### src/rtl/doorbell_pkg.sv
package doorbell_pkg;
  localparam int unsigned REG_AW = 2;

  localparam logic [REG_AW-1:0] OFS_PINS = 2'd0;
  localparam logic [REG_AW-1:0] OFS_MASK = 2'd2;
  localparam logic [REG_AW-1:0] OFS_CAP  = 2'd3;

  typedef enum logic [1:0] {
    EDGE_FALL = 2'd0,
    EDGE_RISE = 2'd1,
    EDGE_BOTH = 2'd2
  } edge_sel_e;
endpackage

### src/rtl/doorbell_sync.sv
module doorbell_sync #(
  parameter int unsigned STAGES = 2
) (
  input  logic clk_i,
  input  logic rst_ni,
  input  logic d_i,
  output logic q_o
);
  logic [STAGES-1:0] stage_q;

  generate
    if (STAGES == 1) begin : g_one
      always_ff @(posedge clk_i or negedge rst_ni) begin
        if (!rst_ni) stage_q <= '0;
        else         stage_q <= d_i;
      end
    end else begin : g_chain
      always_ff @(posedge clk_i or negedge rst_ni) begin
        if (!rst_ni) stage_q <= '0;
        else         stage_q <= {stage_q[STAGES-2:0], d_i};
      end
    end
  endgenerate

  assign q_o = stage_q[STAGES-1];
endmodule

### src/rtl/doorbell_edge.sv
module doorbell_edge
  import doorbell_pkg::*;
#(
  parameter edge_sel_e EDGE = EDGE_FALL
) (
  input  logic clk_i,
  input  logic rst_ni,
  input  logic lvl_i,
  output logic hit_o
);
  logic prev_q;

  always_ff @(posedge clk_i or negedge rst_ni) begin
    if (!rst_ni) prev_q <= 1'b0;
    else         prev_q <= lvl_i;
  end

  generate
    if (EDGE == EDGE_FALL) begin : g_fall
      assign hit_o = prev_q & ~lvl_i;
    end else if (EDGE == EDGE_RISE) begin : g_rise
      assign hit_o = ~prev_q & lvl_i;
    end else begin : g_both
      assign hit_o = prev_q ^ lvl_i;
    end
  endgenerate
endmodule

### src/rtl/doorbell_port.sv
module doorbell_port
  import doorbell_pkg::*;
#(
  parameter int unsigned DATA_W      = 32,
  parameter int unsigned SYNC_STAGES = 2,
  parameter edge_sel_e   EDGE        = EDGE_FALL
) (
  input  logic              clk_i,
  input  logic              rst_ni,
  input  logic [REG_AW-1:0] addr_i,
  input  logic              rd_i,
  input  logic              wr_i,
  input  logic [DATA_W-1:0] wdata_i,
  output logic [DATA_W-1:0] rdata_o,
  output logic              irq_o,
  output logic              bell_o,
  input  logic              bell_i
);
  logic bell_sync;
  logic hit;
  logic out_q, mask_q, cap_q;
  logic wr_pins, wr_mask, wr_cap;
  logic unused_wdata;

  assign unused_wdata = ^wdata_i[DATA_W-1:1];

  doorbell_sync #(.STAGES(SYNC_STAGES)) u_sync (
    .clk_i (clk_i),
    .rst_ni(rst_ni),
    .d_i   (bell_i),
    .q_o   (bell_sync)
  );

  doorbell_edge #(.EDGE(EDGE)) u_edge (
    .clk_i (clk_i),
    .rst_ni(rst_ni),
    .lvl_i (bell_sync),
    .hit_o (hit)
  );

  assign wr_pins = wr_i && (addr_i == OFS_PINS);
  assign wr_mask = wr_i && (addr_i == OFS_MASK);
  assign wr_cap  = wr_i && (addr_i == OFS_CAP);

  always_ff @(posedge clk_i or negedge rst_ni) begin
    if (!rst_ni) begin
      out_q  <= 1'b0;
      mask_q <= 1'b0;
      cap_q  <= 1'b0;
    end else begin
      if (wr_pins) out_q  <= wdata_i[0];
      if (wr_mask) mask_q <= wdata_i[0];
      // a new edge outranks a clear in the same cycle
      cap_q <= (cap_q & ~wr_cap) | hit;
    end
  end

  always_comb begin
    rdata_o = '0;
    if (rd_i) begin
      unique case (addr_i)
        OFS_PINS: rdata_o[1:0] = {bell_sync, out_q};
        OFS_MASK: rdata_o[0]   = mask_q;
        OFS_CAP:  rdata_o[0]   = cap_q;
        default:  rdata_o      = '0;
      endcase
    end
  end

  assign irq_o  = cap_q & mask_q;
  assign bell_o = out_q;

  assert_cap_set_R4: assert property (@(posedge clk_i) disable iff (!rst_ni)
    hit |=> cap_q);
  assert_cap_clear_R7: assert property (@(posedge clk_i) disable iff (!rst_ni)
    (wr_cap && !hit) |=> !cap_q);
  assert_cap_sticky_R5: assert property (@(posedge clk_i) disable iff (!rst_ni)
    (cap_q && !wr_cap) |=> cap_q);
  assert_out_hold_R2: assert property (@(posedge clk_i) disable iff (!rst_ni)
    !wr_pins |=> $stable(bell_o));
  assert_irq_cause_R6: assert property (@(posedge clk_i) disable iff (!rst_ni)
    $rose(irq_o) |-> ($past(hit) || $past(wr_mask)));
endmodule

### src/rtl/doorbell_pair.sv
module doorbell_pair
  import doorbell_pkg::*;
#(
  parameter int unsigned DATA_W      = 32,
  parameter int unsigned SYNC_STAGES = 2,
  parameter edge_sel_e   EDGE        = EDGE_FALL
) (
  input  logic              clk_i,
  input  logic              rst_ni,
  input  logic [1:0]        a_addr_i,
  input  logic              a_rd_i,
  input  logic              a_wr_i,
  input  logic [DATA_W-1:0] a_wdata_i,
  output logic [DATA_W-1:0] a_rdata_o,
  output logic              a_irq_o,
  input  logic [1:0]        b_addr_i,
  input  logic              b_rd_i,
  input  logic              b_wr_i,
  input  logic [DATA_W-1:0] b_wdata_i,
  output logic [DATA_W-1:0] b_rdata_o,
  output logic              b_irq_o
);
  logic bell_a2b, bell_b2a;

  doorbell_port #(.DATA_W(DATA_W), .SYNC_STAGES(SYNC_STAGES), .EDGE(EDGE)) u_port_a (
    .clk_i  (clk_i),
    .rst_ni (rst_ni),
    .addr_i (a_addr_i),
    .rd_i   (a_rd_i),
    .wr_i   (a_wr_i),
    .wdata_i(a_wdata_i),
    .rdata_o(a_rdata_o),
    .irq_o  (a_irq_o),
    .bell_o (bell_a2b),
    .bell_i (bell_b2a)
  );

  doorbell_port #(.DATA_W(DATA_W), .SYNC_STAGES(SYNC_STAGES), .EDGE(EDGE)) u_port_b (
    .clk_i  (clk_i),
    .rst_ni (rst_ni),
    .addr_i (b_addr_i),
    .rd_i   (b_rd_i),
    .wr_i   (b_wr_i),
    .wdata_i(b_wdata_i),
    .rdata_o(b_rdata_o),
    .irq_o  (b_irq_o),
    .bell_o (bell_b2a),
    .bell_i (bell_a2b)
  );
endmodule

### config.mk
export PLATFORM = sky130hd
export DESIGN_NAME = doorbell_pair
export DESIGN_NICKNAME = d
export VERILOG_FILES = /design/src/rtl/doorbell_pkg.sv /design/src/rtl/doorbell_sync.sv /design/src/rtl/doorbell_edge.sv /design/src/rtl/doorbell_port.sv /design/src/rtl/doorbell_pair.sv
export SDC_FILE = /design/constraint.sdc
export NUM_CORES = 1
export LEC_CHECK = 0
export BUFFER_PORTS_ARGS = -buffer_cell sky130_fd_sc_hd__buf_2
export CAP_MARGIN = 20
export CELL_PAD_IN_SITES_DETAIL_PLACEMENT = 1
export CELL_PAD_IN_SITES_GLOBAL_PLACEMENT = 2
export CORE_UTILIZATION = 11
export CTS_CLUSTER_DIAMETER = 100
export CTS_CLUSTER_SIZE = 12
export DETAILED_ROUTE_END_ITERATION = 12
export PLACE_DENSITY = 0.72
export SYNTH_ARGS = -nofsm -noshare
export SYNTH_HDL_FRONTEND = slang
export SYNTH_SLANG_ARGS = --single-unit
export TNS_END_PERCENT = 10
### constraint.sdc
create_clock -name clk_i -period 0.8 [get_ports clk_i]
set_input_delay 0.08 -clock clk_i [delete_from_list [all_inputs] [get_ports clk_i]]
set_output_delay 0.08 -clock clk_i [all_outputs]
set_load 0.05 [all_outputs]
==> results_tabular.tex, run 1 <==
\begin{tabular}{lr}
\hline
Metric & Value \\
\hline
\multicolumn{2}{l}{\textbf{Layout}} \\
\quad Number of inserted diodes & 0 \\
\quad Share of cells above drive strength 1 & 0.326 \\
\quad Post-layout util & 0.142 \\
\quad Area Overhead vs Synth & 24.0\% \\
\quad Final Net Count & 210 \\
\multicolumn{2}{l}{\textbf{Logic synthesis}} \\
\quad Fraction of the yosys area taken by sequential cells & 0.318 \\
\quad Synthesized area per cell & 9.08 µm² \\
\quad Most common cell in the synthesized netlist & buf\_4 \\
\quad Post-synth EDFFs & 0 \\
\quad Total number of yosys warnings & 0 \\
\quad Unique masters post-synth & 18 \\
\quad Post-synth ARST share & 1.00 \\
\quad Leading post-synthesis cells by cell area & buf\_4 48\%, dfrtp\_1 32\%, mux2\_2 3.6\% \\
\quad Top FF cell, synth & dfrtp\_1 \\
\quad Share of Yosys cell area claimed by the top area cell type & 0.477 \\
\quad Synth Instances & 104 \\
\quad Post-Syn Area & 945 µm² \\
\quad Register bit total from synthesis & 12 \\
\quad Most frequent cells after synthesis & 60 x buf\_4, 12 x dfrtp\_1, 5 x nand2\_1 \\
\quad Library cell occupying the most area in the post-synthesis netlist & buf\_4 \\
\multicolumn{2}{l}{\textbf{Global route}} \\
\quad Busiest layer in global routing & met2 \\
\quad Wire length of the first global-routing pass & 2170 µm \\
\quad Met3 usage in global routing & 0.00403 \\
\quad Met2 usage in global routing & 0.0647 \\
\quad Vias in the first global route & 511 \\
\quad Pin count of the biggest net entering global routing & 13 \\
\quad Global routing usage summed across all routing layers & 0.0327 \\
\quad Total global routing overflow & 0 \\
\quad Number of antenna violations at the first check in global routing & 0 \\
\quad Met1 usage in global routing & 0.0276 \\
\multicolumn{2}{l}{\textbf{Routing}} \\
\quad Final Routed Wirelength & 1550 µm \\
\quad Number of vias in the routed layout & 580 \\
\quad Mean number of vias per cell & 2.42 \\
\quad First drt pass iteration count & 4 \\
\quad Routed Antenna Nets & 0 \\
\quad Number of design rule violations left after detail routing & 0 \\
\quad Number of DRC markers after the initial detailed-route iteration & 23 \\
\quad Routed length per placed instance & 6.47 µm \\
\multicolumn{2}{l}{\textbf{Timing}} \\
\quad Setup repair after global routing missed its margin & true \\
\quad Min Clock Period, post-route & 1.20 ns \\
\quad Post-layout worst setup margin & -0.401 ns \\
\quad Hold violation total from the final report & 0 \\
\quad Tcrit/Tclk final & 1.50 \\
\quad Total setup violations reported at the end of the flow & 10 \\
\quad Worst clock skew & 0.00131 ns \\
\quad Maximum clock frequency & 833 MHz \\
\quad Max Slew Vio Count & 0 \\
\quad Post-route worst hold slack & 0.0940 ns \\
\multicolumn{2}{l}{\textbf{Run status}} \\
\quad Outcome & finished, violations left \\
\quad Failing checks & setup timing \\
\multicolumn{2}{l}{\textbf{Pwr}} \\
\quad LEAKAGE & 0.602 nW \\
\quad Pwr per Cell Area & 2290 mW/mm² \\
\quad Switching power & 0.00120 W \\
\quad Internal Pwr Total & 0.00148 W \\
\quad Flop pwr share & 0.297 \\
\quad Sw Ratio & 0.448 \\
\quad Combinational Power Share & 0.466 \\
\quad Total power after layout & 0.00269 W \\
\quad Proportion of power drawn by the clock network & 0.237 \\
\quad Largest voltage drop on the vdd net & 0.000330 V \\
\multicolumn{2}{l}{\textbf{CTS}} \\
\quad Clock Pin Slew Worst Setup and Hold Paths & 0.05 ns \\
\quad Sinks on Clock Net & 12 \\
\quad Num CTS Buffers & 3 \\
\quad Clock tree from TritonCTS & yes \\
\quad Number of H-tree levels & 1 \\
\quad CTS Root Cell & clkbuf\_8 \\
\quad Clock buffer depth & 2 \\
\quad Source-to-sink clock delay at the later pin of the worst-skew pair & 0.23 ns \\
\multicolumn{2}{l}{\textbf{Worst setup path}} \\
\quad Critical Path AT & 1.12 ns \\
\quad Startpoint type of the worst setup path & flop \\
\quad Worst Path Class, Setup & reg2out \\
\quad Library cell contributing the largest single delay on the critical path & dfrtp\_1 \\
\quad Critical Path RT & 0.72 ns \\
\quad CP endpoint kind & primary output \\
\quad List of cells traversed by the critical path & mux2i\_1 -> o21ai\_1 -> and2\_4 -> buf\_8 \\
\quad Largest incremental delay on the critical path & 0.37 ns \\
\quad CP max FO & 2 \\
\multicolumn{2}{l}{\textbf{Die}} \\
\quad Height of the die & 94.7 µm \\
\quad Placement row count & 33 \\
\quad Die Area & 0.00896 mm² \\
\quad Horizontal die dimension & 94.7 µm \\
\quad Number of ports placed on the die boundary & 140 \\
\quad Initial cell density of the core & 0.114 \\
\quad Standard cell core area & 0.00826 mm² \\
\multicolumn{2}{l}{\textbf{Place}} \\
\quad Final weighted congestion in routability-driven placement & 0.598 \\
\quad DP HPWL & 1380 µm \\
\quad Setup slack at placement & -0.276 ns \\
\quad Port Buf Inserts & 17 \\
\multicolumn{2}{l}{\textbf{Run}} \\
\quad Number of maximum-capacitance constraint violations & 0 \\
\multicolumn{2}{l}{\textbf{Hold path}} \\
\quad Min-Delay Path Class & in2reg \\
\hline
\end{tabular}
-- per-stage QoR --
| step | std cells | instance area, µm² | TNS (ns) |
|---|---|---|---|
| after global routing | 240 | 1170 | -2.62 |
| after CTS | 240 | 1170 | -2.44 |
| after floorplan | 163 | 1200 | -0.452 |
| after global placement | 234 | 1030 | -1.25 |
| after detailed placement | 234 | 1030 | -1.34 |
| final | 240 | 1170 | -2.29 |
-- repair_timing --
item                                   in CTS  in global routing
endpoints found under the hold margin      12                  0
setup buffers                               1                  0
setup endpoints to repair                  10                 10
hold buffers                                1                  0
resized for setup                          21                  0
pin swaps                                   2                  2
-- flip-flops by register name, indices dropped and copies added, names as in the netlist --
signal	cells
u_port_a.mask_q	1
u_port_b.bell_o	1
u_port_b.u_sync.stage_q	2
u_port_a.bell_o	1
u_port_a.cap_q	1
u_port_b.mask_q	1
u_port_b.cap_q	1
u_port_a.u_sync.stage_q	2
u_port_b.u_edge.prev_q	1
u_port_a.u_edge.prev_q	1
-- layout make-up --
cell class / count / area, µm²
fill: 992 / 7090
multi-input combinational: 89 / 462
sequential: 12 / 300
timing repair buffer: 28 / 215
tap: 105 / 131
clock buffer: 4 / 55.1
inverter: 2 / 7.51
-- power by group through the flow --
stage | sequential (W) | clock [W] | combinational, W
floorplan | 0.000785 | 0 | 0.00114
global placement | 0.000800 | 0 | 0.00112
detailed placement | 0.000808 | 0 | 0.00112
CTS | 0.000806 | 0.000666 | 0.00126
global route | 0.000815 | 0.000682 | 0.00132
finish | 0.000798 | 0.000636 | 0.00125
-- critical path, delay by kind of cell, from the launching register on --
| kind | cells | cell delay [ns] |
|---|---|---|
| AO/OA/AOI/OAI | 1 | 0.09 |
| buffers and inverters | 1 | 0.14 |
| flip-flops | 1 | 0.37 |
| multiplexers | 1 | 0.15 |
| AND/OR/NAND/NOR | 1 | 0.14 |
-- layer usage --
metal,wire [µm],vias to the layer above
li1,-,268
met5,0,-
met1,452,269
met2,924,41
met3,135,2
met4,41,0
-- cell families after synthesis --
group,count (synthesis),share of synthesized area
buffers and inverters,62,0.485
multiplexers,6,0.0689
AO/OA/AOI/OAI,5,0.0265
flip-flops,12,0.318
AND/OR/NAND/NOR,18,0.0980
other,1,0.00397
-- path summary, 6_finish.rpt --
check | start | to | slack [ns] | cells after the start
min reg2reg | u_port_b.u_sync.stage_q[0]$_DFF_PN0_ | u_port_b.u_sync.stage_q[1]$_DFF_PN0_ | 0.34 | 0
min in group asynchronous | rst_ni | u_port_b.u_sync.stage_q[1]$_DFF_PN0_ | 0.28 | 2
min | b_wdata_i[0] | u_port_b.mask_q$_DFFE_PN0P_ | 0.09 | 2
max reg2reg | u_port_b.bell_o$_DFFE_PN0P_ | u_port_b.bell_o$_DFFE_PN0P_ | -0.19 | 3
max | u_port_b.mask_q$_DFFE_PN0P_ | b_rdata_o[0] | -0.40 | 4
max in group asynchronous | rst_ni | u_port_a.u_edge.prev_q$_DFF_PN0_ | 0.31 | 2
-- cells in the final DEF, fill, tap and decap left out, drive strengths merged --
cell	Yosys	routed
o21ai	4	4
clkbuf	0	4
and3	1	1
conb	1	60
inv	2	2
nor2b	1	1
buf	60	27
nand3b	1	1
mux2	4	4
a21oi	1	1
nor3	1	1
mux2i	2	2
nor2	2	2
dfrtp	12	12
and2	3	3
nand3	3	3
dlygate4sd3	0	1
nor3b	1	1
nand2	5	5
Note: power is estimated with default switching activity, not from simulation.
==> run 2: changes to the inputs <==
--- a/config.mk
+++ b/config.mk
@@ -5,15 +5,17 @@
 export SDC_FILE = /design/constraint.sdc
 export NUM_CORES = 1
 export LEC_CHECK = 0
+export ABC_AREA = 1
 export BUFFER_PORTS_ARGS = -buffer_cell sky130_fd_sc_hd__buf_2
 export CAP_MARGIN = 20
 export CELL_PAD_IN_SITES_DETAIL_PLACEMENT = 1
 export CELL_PAD_IN_SITES_GLOBAL_PLACEMENT = 2
+export CORE_MARGIN = 10
 export CORE_UTILIZATION = 11
 export CTS_CLUSTER_DIAMETER = 100
 export CTS_CLUSTER_SIZE = 12
 export DETAILED_ROUTE_END_ITERATION = 12
-export PLACE_DENSITY = 0.72
+export PLACE_DENSITY = 0.74
 export SYNTH_ARGS = -nofsm -noshare
 export SYNTH_HDL_FRONTEND = slang
 export SYNTH_SLANG_ARGS = --single-unit
==> results_tabular.tex, run 2 <==
\begin{tabular}{lr}
\hline
Metric & Value \\
\hline
\multicolumn{2}{l}{\textbf{Timing}} \\
\quad Setup repair after global routing missed its margin & true (unchanged) \\
\quad Hold violation total from the final report & 0 (unchanged) \\
\quad Maximum clock frequency & 889 MHz (was 833 MHz) \\
\quad Min Clock Period, post-route & 1.12 ns (was 1.20 ns) \\
\quad Total setup violations reported at the end of the flow & 6 (was 10) \\
\quad Tcrit/Tclk final & 1.41 (was 1.50) \\
\quad Post-route worst hold slack & 0.109 ns (was 0.0940 ns) \\
\quad Post-layout worst setup margin & -0.325 ns (was -0.401 ns) \\
\quad Worst clock skew & 0.00170 ns (was 0.00131 ns) \\
\quad Max Slew Vio Count & 0 (unchanged) \\
\multicolumn{2}{l}{\textbf{Routing}} \\
\quad Mean number of vias per cell & 2.53 (was 2.42) \\
\quad Number of design rule violations left after detail routing & 0 (unchanged) \\
\quad Number of DRC markers after the initial detailed-route iteration & 1 (was 23) \\
\quad First drt pass iteration count & 3 (was 4) \\
\quad Routed length per placed instance & 9.36 µm (was 6.47 µm) \\
\quad Number of vias in the routed layout & 642 (was 580) \\
\quad Routed Antenna Nets & 0 (unchanged) \\
\quad Final Routed Wirelength & 2380 µm (was 1550 µm) \\
\multicolumn{2}{l}{\textbf{Worst setup path}} \\
\quad CP endpoint kind & primary output (unchanged) \\
\quad Worst r2r path cells & 3 (unchanged) \\
\quad Cell family with the largest share of critical-path delay & flip-flops (unchanged) \\
\quad Reg-to-Reg End & u\_port\_a.cap\_q\$\_DFF\_PN0\_ (was u\_port\_b.bell\_o\$\_DFFE\_PN0P\_) \\
\quad Critical Path AT & 1.04 ns (was 1.12 ns) \\
\quad Largest incremental delay on the critical path & 0.40 ns (was 0.37 ns) \\
\quad List of cells traversed by the critical path & buf\_4 -> nand2\_1 -> inv\_1 -> buf\_6 (was mux2i\_1 -> o21ai\_1 -> and2\_4 -> buf\_8) \\
\quad Total buffers and inverters traversed by the critical path & 3 (was 1) \\
\quad Crit. Startpoint & u\_port\_b.cap\_q\$\_DFF\_PN0\_ (was u\_port\_b.mask\_q\$\_DFFE\_PN0P\_) \\
\quad Worst flop-to-flop path startpoint & u\_port\_a.cap\_q\$\_DFF\_PN0\_ (was u\_port\_b.bell\_o\$\_DFFE\_PN0P\_) \\
\quad Startpoint type of the worst setup path & flop (unchanged) \\
\quad Library cell contributing the largest single delay on the critical path & dfrtp\_1 (unchanged) \\
\quad Flop2flop setup slack & 0.04 ns (was -0.19 ns) \\
\quad CP max FO & 3 (was 2) \\
\quad Depth of the critical timing path with buffers and inverters included & 4 (unchanged) \\
\quad Critical Path RT & 0.72 ns (about the same) \\
\quad Crit path to & b\_irq\_o (was b\_rdata\_o[0]) \\
\quad Worst Path Class, Setup & reg2out (unchanged) \\
\multicolumn{2}{l}{\textbf{Layout}} \\
\quad Post-layout util & 0.138 (was 0.142) \\
\quad Top library cells by usage in the layout, fill and taps aside & 60 x conb\_1, 19 x nand2\_1, 12 x dfrtp\_1, 11 x buf\_2, 7 x buf\_4 (was 60 x conb\_1, 12 x dfrtp\_1, 11 x buf\_2, 9 x buf\_4, 6 x buf\_6) \\
\quad Number of inserted diodes & 0 (unchanged) \\
\quad Biggest registers after layout & u\_port\_a.u\_sync.stage\_q: 2 flops, u\_port\_b.u\_sync.stage\_q: 2 flops (unchanged) \\
\quad Most common cell after layout, fill and taps aside & conb\_1 (unchanged) \\
\quad Footprint of the multi-input gates & 437 µm² (was 462 µm²) \\
\quad Final Cell Area & 0.00115 mm² (was 0.00117 mm²) \\
\quad Filler cell count in the final layout & 1028 (was 992) \\
\quad Area Overhead vs Synth & 20.1\% (was 24.0\%) \\
\quad Share of cells above drive strength 1 & 0.295 (was 0.326) \\
\quad Final Net Count & 224 (was 210) \\
\quad Sequential Area & 300 µm² (unchanged) \\
\multicolumn{2}{l}{\textbf{Global route}} \\
\quad Number of antenna violations at the first check in global routing & 0 (unchanged) \\
\quad Global routing usage summed across all routing layers & 0.0349 (was 0.0327) \\
\quad Wire length of the first global-routing pass & 3670 µm (was 2170 µm) \\
\quad Total global routing overflow & 0 (unchanged) \\
\quad Pin count of the biggest net entering global routing & 13 (unchanged) \\
\quad Vias in the first global route & 803 (was 511) \\
\multicolumn{2}{l}{\textbf{CTS}} \\
\quad Num CTS Buffers & 3 (unchanged) \\
\quad Source-to-sink clock delay at the later pin of the worst-skew pair & 0.24 ns (was 0.23 ns) \\
\quad Clock buffer depth & 2 (unchanged) \\
\quad Clock Pin Slew Worst Setup and Hold Paths & 0.05 ns (about the same) \\
\quad Clock tree from TritonCTS & yes (unchanged) \\
\quad CTS Root Cell & clkbuf\_8 (unchanged) \\
\quad Sinks on Clock Net & 12 (unchanged) \\
\quad Number of H-tree levels & 1 (unchanged) \\
\multicolumn{2}{l}{\textbf{Logic synthesis}} \\
\quad Fraction of the yosys area taken by sequential cells & 0.314 (was 0.318) \\
\quad Top FF cell, synth & dfrtp\_1 (unchanged) \\
\quad Post-Syn Area & 957 µm² (was 945 µm²) \\
\quad Multiplexer fraction of the synthesized cell area & 0 (was 0.0689) \\
\quad Register bit total from synthesis & 12 (unchanged) \\
\quad Synthesized-area fraction occupied by xor and xnor cells & 0 (unchanged) \\
\quad Most frequent cells after synthesis & 60 x buf\_4, 20 x nand2\_1, 12 x dfrtp\_1 (was 60 x buf\_4, 12 x dfrtp\_1, 5 x nand2\_1) \\
\quad Share of Yosys cell area claimed by the top area cell type & 0.471 (was 0.477) \\
\quad Post-synth EDFFs & 0 (unchanged) \\
\quad Synthesized area per cell & 7.91 µm² (was 9.08 µm²) \\
\quad Leading post-synthesis cells by cell area & buf\_4 47\%, dfrtp\_1 31\%, nand2\_1 7.8\% (was buf\_4 48\%, dfrtp\_1 32\%, mux2\_2 3.6\%) \\
\quad Dominant combinational cell family by area after synthesis & buffers and inverters (unchanged) \\
\quad Total number of yosys warnings & 0 (unchanged) \\
\quad Adder-cell share of the synthesized area & 0 (unchanged) \\
\quad Unique masters post-synth & 9 (was 18) \\
\quad Library cell occupying the most area in the post-synthesis netlist & buf\_4 (unchanged) \\
\quad Synthesized-area fraction occupied by and/or/nand/nor cells & 0.152 (was 0.0980) \\
\quad Post-synth ARST share & 1.00 (unchanged) \\
\quad Most common cell in the synthesized netlist & buf\_4 (unchanged) \\
\quad Synth Instances & 121 (was 104) \\
\quad Synthesized-area fraction occupied by ao, oa, aoi and oai cells & 0.0209 (was 0.0265) \\
\multicolumn{2}{l}{\textbf{Die}} \\
\quad Height of the die & 113 µm (was 94.7 µm) \\
\quad Number of ports placed on the die boundary & 140 (unchanged) \\
\quad Horizontal die dimension & 113 µm (was 94.7 µm) \\
\quad Standard cell core area & 0.00834 mm² (was 0.00826 mm²) \\
\quad Die Area & 0.0128 mm² (was 0.00896 mm²) \\
\quad Placement row count & 33 (unchanged) \\
\quad Initial cell density of the core & 0.115 (was 0.114) \\
\multicolumn{2}{l}{\textbf{Place}} \\
\quad Post-placement cell area & 987 µm² (was 0.00103 mm²) \\
\quad Final weighted congestion in routability-driven placement & 0.690 (was 0.598) \\
\quad DP HPWL & 2090 µm (was 1380 µm) \\
\quad Port Buf Inserts & 17 (unchanged) \\
\multicolumn{2}{l}{\textbf{Pwr}} \\
\quad Pwr per Cell Area & 2240 mW/mm² (was 2290 mW/mm²) \\
\quad LEAKAGE & 0.635 nW (was 0.602 nW) \\
\quad Largest voltage drop on the vdd net & 0.000372 V (was 0.000330 V) \\
\multicolumn{2}{l}{\textbf{Run status}} \\
\quad Outcome & finished, violations left (unchanged) \\
\quad Failing checks & setup timing (unchanged) \\
\multicolumn{2}{l}{\textbf{Run}} \\
\quad Number of maximum-capacitance constraint violations & 0 (unchanged) \\
\multicolumn{2}{l}{\textbf{Hold path}} \\
\quad Min-Delay Path Class & in2reg (unchanged) \\
\hline
\end{tabular}
[run 2: cell count changes in the layout (fill, tap and decap cells not counted), moves of 2 or more]
cell and change:
buf_4 -2, inv_2 +4, nand2_1 +14, and2_4 -3, nand3_2 +6, mux2_2 -3
inv_1 +4, nor2_2 +3, nor2_1 -2, o21ai_0 -2, o21ai_1 +2
[run 2: worst min-delay path by stage]
stage | from | cells past startpoint | end | slack, ns
after CTS | b_wdata_i[0] | 3 | u_port_b.bell_o$_DFFE_PN0P_ | 0.11
final | b_wdata_i[0] | 3 | u_port_b.bell_o$_DFFE_PN0P_ | 0.11
after global routing | b_wdata_i[0] | 3 | u_port_b.bell_o$_DFFE_PN0P_ | 0.13
after global placement | rst_ni | 1 | u_port_b.u_edge.prev_q$_DFF_PN0_ | -0.03
after detailed placement | rst_ni | 1 | u_port_b.u_edge.prev_q$_DFF_PN0_ | -0.02
after floorplan | rst_ni | 0 | u_port_a.bell_o$_DFFE_PN0P_ | -0.22
[run 2: tightest hold or removal path, delay by kind of cell]
family	cells	cell delay (ns)
AOI/OAI and AO/OA	1	0.07
buffers and inverters	2	0.15
[run 2: area by class of cell]
cell class | count | share of cell area
repair buffers | 25 | 0.164
well taps | 105 | 0.114
flip-flops and latches | 12 | 0.261
multi-input cells | 98 | 0.380
inverters | 10 | 0.0326
clock buffers | 4 | 0.0479
[run 2: stage by stage]
| step | instances | worst slack [ns] | total power [W] | TNS [ns] |
|---|---|---|---|---|
| after floorplan | 180 | -0.113 | 0.00185 | -0.392 |
| after global placement | 247 | -0.171 | 0.00178 | -0.445 |
| after detailed placement | 247 | -0.165 | 0.00179 | -0.475 |
| after CTS | 252 | -0.346 | 0.00252 | -1.45 |
| after global routing | 254 | -0.384 | 0.00273 | -1.80 |
| final | 254 | -0.325 | 0.00258 | -1.46 |
[run 2: logic make-up (layout without fill, tap and decap cells)]
family                 count (synthesis)  after routing
other                                  1             60
DFF                                   12             12
AOI/OAI and AO/OA                      4              4
and+or+nand+nor                       34             34
buffers and inverters                 70             39
[run 2: layer usage]
layer / vias to the layer above / GRT usage / wire, µm
met5: - / 0 / 0
met4: 0 / 0.0152 / 30
met3: 4 / 0.0222 / 259
met2: 41 / 0.0626 / 1300
met1: 295 / 0.0302 / 786
li1: 302 / - / -
[run 2: what timing repair did]
item                       in CTS  in global routing
hold buffers                    1                  0
setup endpoints to repair       6                  7
cloned                          0                  0
resized for setup              14                 12
hold endpoints to repair       12                  0
setup buffers                   0                  2
pin swaps                       8                  2
[run 2: where the power goes]
group	leakage (nW)	switching [W]	total, W	internal, W
registers	0.146	0.0000693	0.000784	0.000714
logic	0.460	0.000925	0.00114	0.000219
clock network	0.0288	0.000219	0.000654	0.000434
==> run 3: changes to the inputs <==
--- a/config.mk
+++ b/config.mk
@@ -5,7 +5,6 @@
 export SDC_FILE = /design/constraint.sdc
 export NUM_CORES = 1
 export LEC_CHECK = 0
-export ABC_AREA = 1
 export BUFFER_PORTS_ARGS = -buffer_cell sky130_fd_sc_hd__buf_2
 export CAP_MARGIN = 20
 export CELL_PAD_IN_SITES_DETAIL_PLACEMENT = 1
@@ -15,7 +14,7 @@
 export CTS_CLUSTER_DIAMETER = 100
 export CTS_CLUSTER_SIZE = 12
 export DETAILED_ROUTE_END_ITERATION = 12
-export PLACE_DENSITY = 0.74
+export PLACE_DENSITY = 0.72
 export SYNTH_ARGS = -nofsm -noshare
 export SYNTH_HDL_FRONTEND = slang
 export SYNTH_SLANG_ARGS = --single-unit
==> results_tabular.tex, run 3 (synthesized netlist as in run 1, its figures left out) <==
\begin{tabular}{lr}
\hline
Metric & Value \\
\hline
\multicolumn{2}{l}{\textbf{Worst setup path}} \\
\quad CP max FO & 2 (was 3) \\
\quad Startpoint type of the worst setup path & flop (unchanged) \\
\quad Critical Path AT & 1.11 ns (was 1.04 ns) \\
\quad Worst r2r path cells & 2 (was 3) \\
\quad Worst Path Class, Setup & reg2out (unchanged) \\
\quad CP endpoint kind & primary output (unchanged) \\
\quad Critical Path RT & 0.72 ns (about the same) \\
\quad Flop2flop setup slack & -0.08 ns (was 0.04 ns) \\
\multicolumn{2}{l}{\textbf{Pwr}} \\
\quad Pwr per Cell Area & 2320 mW/mm² (was 2240 mW/mm²) \\
\quad Largest voltage drop on the vdd net & 0.000381 V (was 0.000372 V) \\
\quad LEAKAGE & 0.594 nW (was 0.635 nW) \\
\multicolumn{2}{l}{\textbf{Timing}} \\
\quad Post-route worst hold slack & 0.0915 ns (was 0.109 ns) \\
\quad Post-layout worst setup margin & -0.388 ns (was -0.325 ns) \\
\quad Worst clock skew & 0.00278 ns (was 0.00170 ns) \\
\quad Min Clock Period, post-route & 1.19 ns (was 1.12 ns) \\
\quad Maximum clock frequency & 842 MHz (was 889 MHz) \\
\quad Tcrit/Tclk final & 1.48 (was 1.41) \\
\quad Hold violation total from the final report & 0 (unchanged) \\
\quad Total setup violations reported at the end of the flow & 9 (was 6) \\
\quad Setup repair after global routing missed its margin & true (unchanged) \\
\quad Max Slew Vio Count & 0 (unchanged) \\
\multicolumn{2}{l}{\textbf{Routing}} \\
\quad Routed length per placed instance & 9.05 µm (was 9.36 µm) \\
\quad Mean number of vias per cell & 2.43 (was 2.53) \\
\quad Number of vias in the routed layout & 576 (was 642) \\
\quad Final Routed Wirelength & 2150 µm (was 2380 µm) \\
\quad First drt pass iteration count & 1 (was 3) \\
\quad Number of DRC markers after the initial detailed-route iteration & 0 (was 1) \\
\quad Routed Antenna Nets & 0 (unchanged) \\
\quad Number of design rule violations left after detail routing & 0 (unchanged) \\
\multicolumn{2}{l}{\textbf{Die}} \\
\quad Number of ports placed on the die boundary & 140 (unchanged) \\
\quad Die Area & 0.0127 mm² (was 0.0128 mm²) \\
\quad Height of the die & 113 µm (about the same) \\
\quad Horizontal die dimension & 113 µm (about the same) \\
\quad Standard cell core area & 0.00830 mm² (was 0.00834 mm²) \\
\quad Placement row count & 33 (unchanged) \\
\quad Initial cell density of the core & 0.114 (was 0.115) \\
\multicolumn{2}{l}{\textbf{Run}} \\
\quad Number of maximum-capacitance constraint violations & 0 (unchanged) \\
\multicolumn{2}{l}{\textbf{CTS}} \\
\quad Clock tree from TritonCTS & yes (unchanged) \\
\quad Source-to-sink clock delay at the later pin of the worst-skew pair & 0.24 ns (about the same) \\
\quad Clock buffer depth & 2 (unchanged) \\
\quad Buffers inserted during post-CTS setup optimization & 0 (unchanged) \\
\quad Number of H-tree levels & 1 (unchanged) \\
\quad Sinks on Clock Net & 12 (unchanged) \\
\quad CTS Root Cell & clkbuf\_8 (unchanged) \\
\quad Num CTS Buffers & 3 (unchanged) \\
\quad Clock Pin Slew Worst Setup and Hold Paths & 0.05 ns (about the same) \\
\multicolumn{2}{l}{\textbf{Layout}} \\
\quad Final instance count without filler cells & 237 (was 254) \\
\quad Filler cell count in the final layout & 981 (was 1028) \\
\quad Post-layout util & 0.140 (was 0.138) \\
\quad Number of inserted diodes & 0 (unchanged) \\
\quad Sequential Area & 300 µm² (unchanged) \\
\quad Footprint of the multi-input gates & 465 µm² (was 437 µm²) \\
\quad Most common cell after layout, fill and taps aside & conb\_1 (unchanged) \\
\quad Final Cell Area & 0.00116 mm² (was 0.00115 mm²) \\
\quad Area Overhead vs Synth & 22.8\% (was 20.1\%) \\
\quad Biggest registers after layout & u\_port\_a.u\_sync.stage\_q: 2 flops, u\_port\_b.u\_sync.stage\_q: 2 flops (unchanged) \\
\quad Final Net Count & 207 (was 224) \\
\quad Top library cells by usage in the layout, fill and taps aside & 60 x conb\_1, 12 x dfrtp\_1, 11 x buf\_2, 6 x buf\_4, 5 x nand2\_1 (was 60 x conb\_1, 19 x nand2\_1, 12 x dfrtp\_1, 11 x buf\_2, 7 x buf\_4) \\
\quad Share of cells above drive strength 1 & 0.311 (was 0.295) \\
\multicolumn{2}{l}{\textbf{Global route}} \\
\quad Total global routing overflow & 0 (unchanged) \\
\quad Global routing usage summed across all routing layers & 0.0322 (was 0.0349) \\
\quad Number of antenna violations at the first check in global routing & 0 (unchanged) \\
\quad Pin count of the biggest net entering global routing & 13 (unchanged) \\
\quad Wire length of the first global-routing pass & 3300 µm (was 3670 µm) \\
\quad Vias in the first global route & 733 (was 803) \\
\multicolumn{2}{l}{\textbf{Run status}} \\
\quad Failing checks & setup timing (unchanged) \\
\quad Outcome & finished, violations left (unchanged) \\
\multicolumn{2}{l}{\textbf{Place}} \\
\quad Setup slack at placement & -0.244 ns (was -0.165 ns) \\
\quad DP HPWL & 1950 µm (was 2090 µm) \\
\quad Post-placement cell area & 0.00102 mm² (was 987 µm²) \\
\quad Final weighted congestion in routability-driven placement & 0.653 (was 0.690) \\
\quad Port Buf Inserts & 17 (unchanged) \\
\quad DP Cell Count & 232 (was 247) \\
\multicolumn{2}{l}{\textbf{Hold path}} \\
\quad Worst hold path depth & 2 (was 3) \\
\quad Min-Delay Path Class & in2reg (unchanged) \\
\hline
\end{tabular}
## run 3: where the power goes
| group | internal, W | total [W] | switching, W |
|---|---|---|---|
| Clock | 0.000433 | 0.000637 | 0.000204 |
| Combinational | 0.000310 | 0.00125 | 0.000938 |
| Sequential | 0.000730 | 0.000804 | 0.0000735 |
## run 3: routing by layer
layer | wire [µm] | global-route usage
met4 | 60 | 0.0305
met5 | 0 | 0
met3 | 193 | 0.0117
met1 | 658 | 0.0253
met2 | 1230 | 0.0595
## run 3: worst max-delay path: stages (launching register included)
cell and delay [ns]:
dfrtp_1 0.38, nor2b_4 0.13, o21ai_2 0.16, a21oi_4 0.04, buf_6 0.16
## run 3: per-stage QoR
step / TNS (ns) / total power [W]
after floorplan: -0.452 / 0.00192
after global placement: -1.08 / 0.00190
after detailed placement: -1.17 / 0.00192
after CTS: -2.19 / 0.00271
after global routing: -2.41 / 0.00283
final: -2.05 / 0.00269
## run 3: path summary, 6_finish.rpt
kind                                                           start                                   end
worst max-delay path                     u_port_a.bell_o$_DFFE_PN0P_                          a_rdata_o[0]
max in group asynchronous                                     rst_ni      u_port_b.u_edge.prev_q$_DFF_PN0_
min in group asynchronous                                     rst_ni              u_port_a.cap_q$_DFF_PN0_
worst min register to register  u_port_b.u_sync.stage_q[0]$_DFF_PN0_  u_port_b.u_sync.stage_q[1]$_DFF_PN0_
worst min-delay path                                    a_wdata_i[0]           u_port_a.bell_o$_DFFE_PN0P_
worst max register to register           u_port_b.bell_o$_DFFE_PN0P_           u_port_b.bell_o$_DFFE_PN0P_
## run 3: area by class of cell
| cell class | count | share of cell area |
|---|---|---|
| Clock buffer | 4 | 0.0475 |
| Inverter | 2 | 0.00647 |
| Multi-Input combinational cell | 89 | 0.401 |
| Sequential cell | 12 | 0.259 |
| Tap cell | 105 | 0.113 |
| Timing Repair Buffer | 25 | 0.173 |
## run 3: repair_timing
action                                 4_1_cts  5_1_grt
setup endpoints to repair                    9        9
endpoints found under the hold margin       12        0
pin swaps                                    4        1
hold buffers                                 1        0
gates resized for setup                     23        1
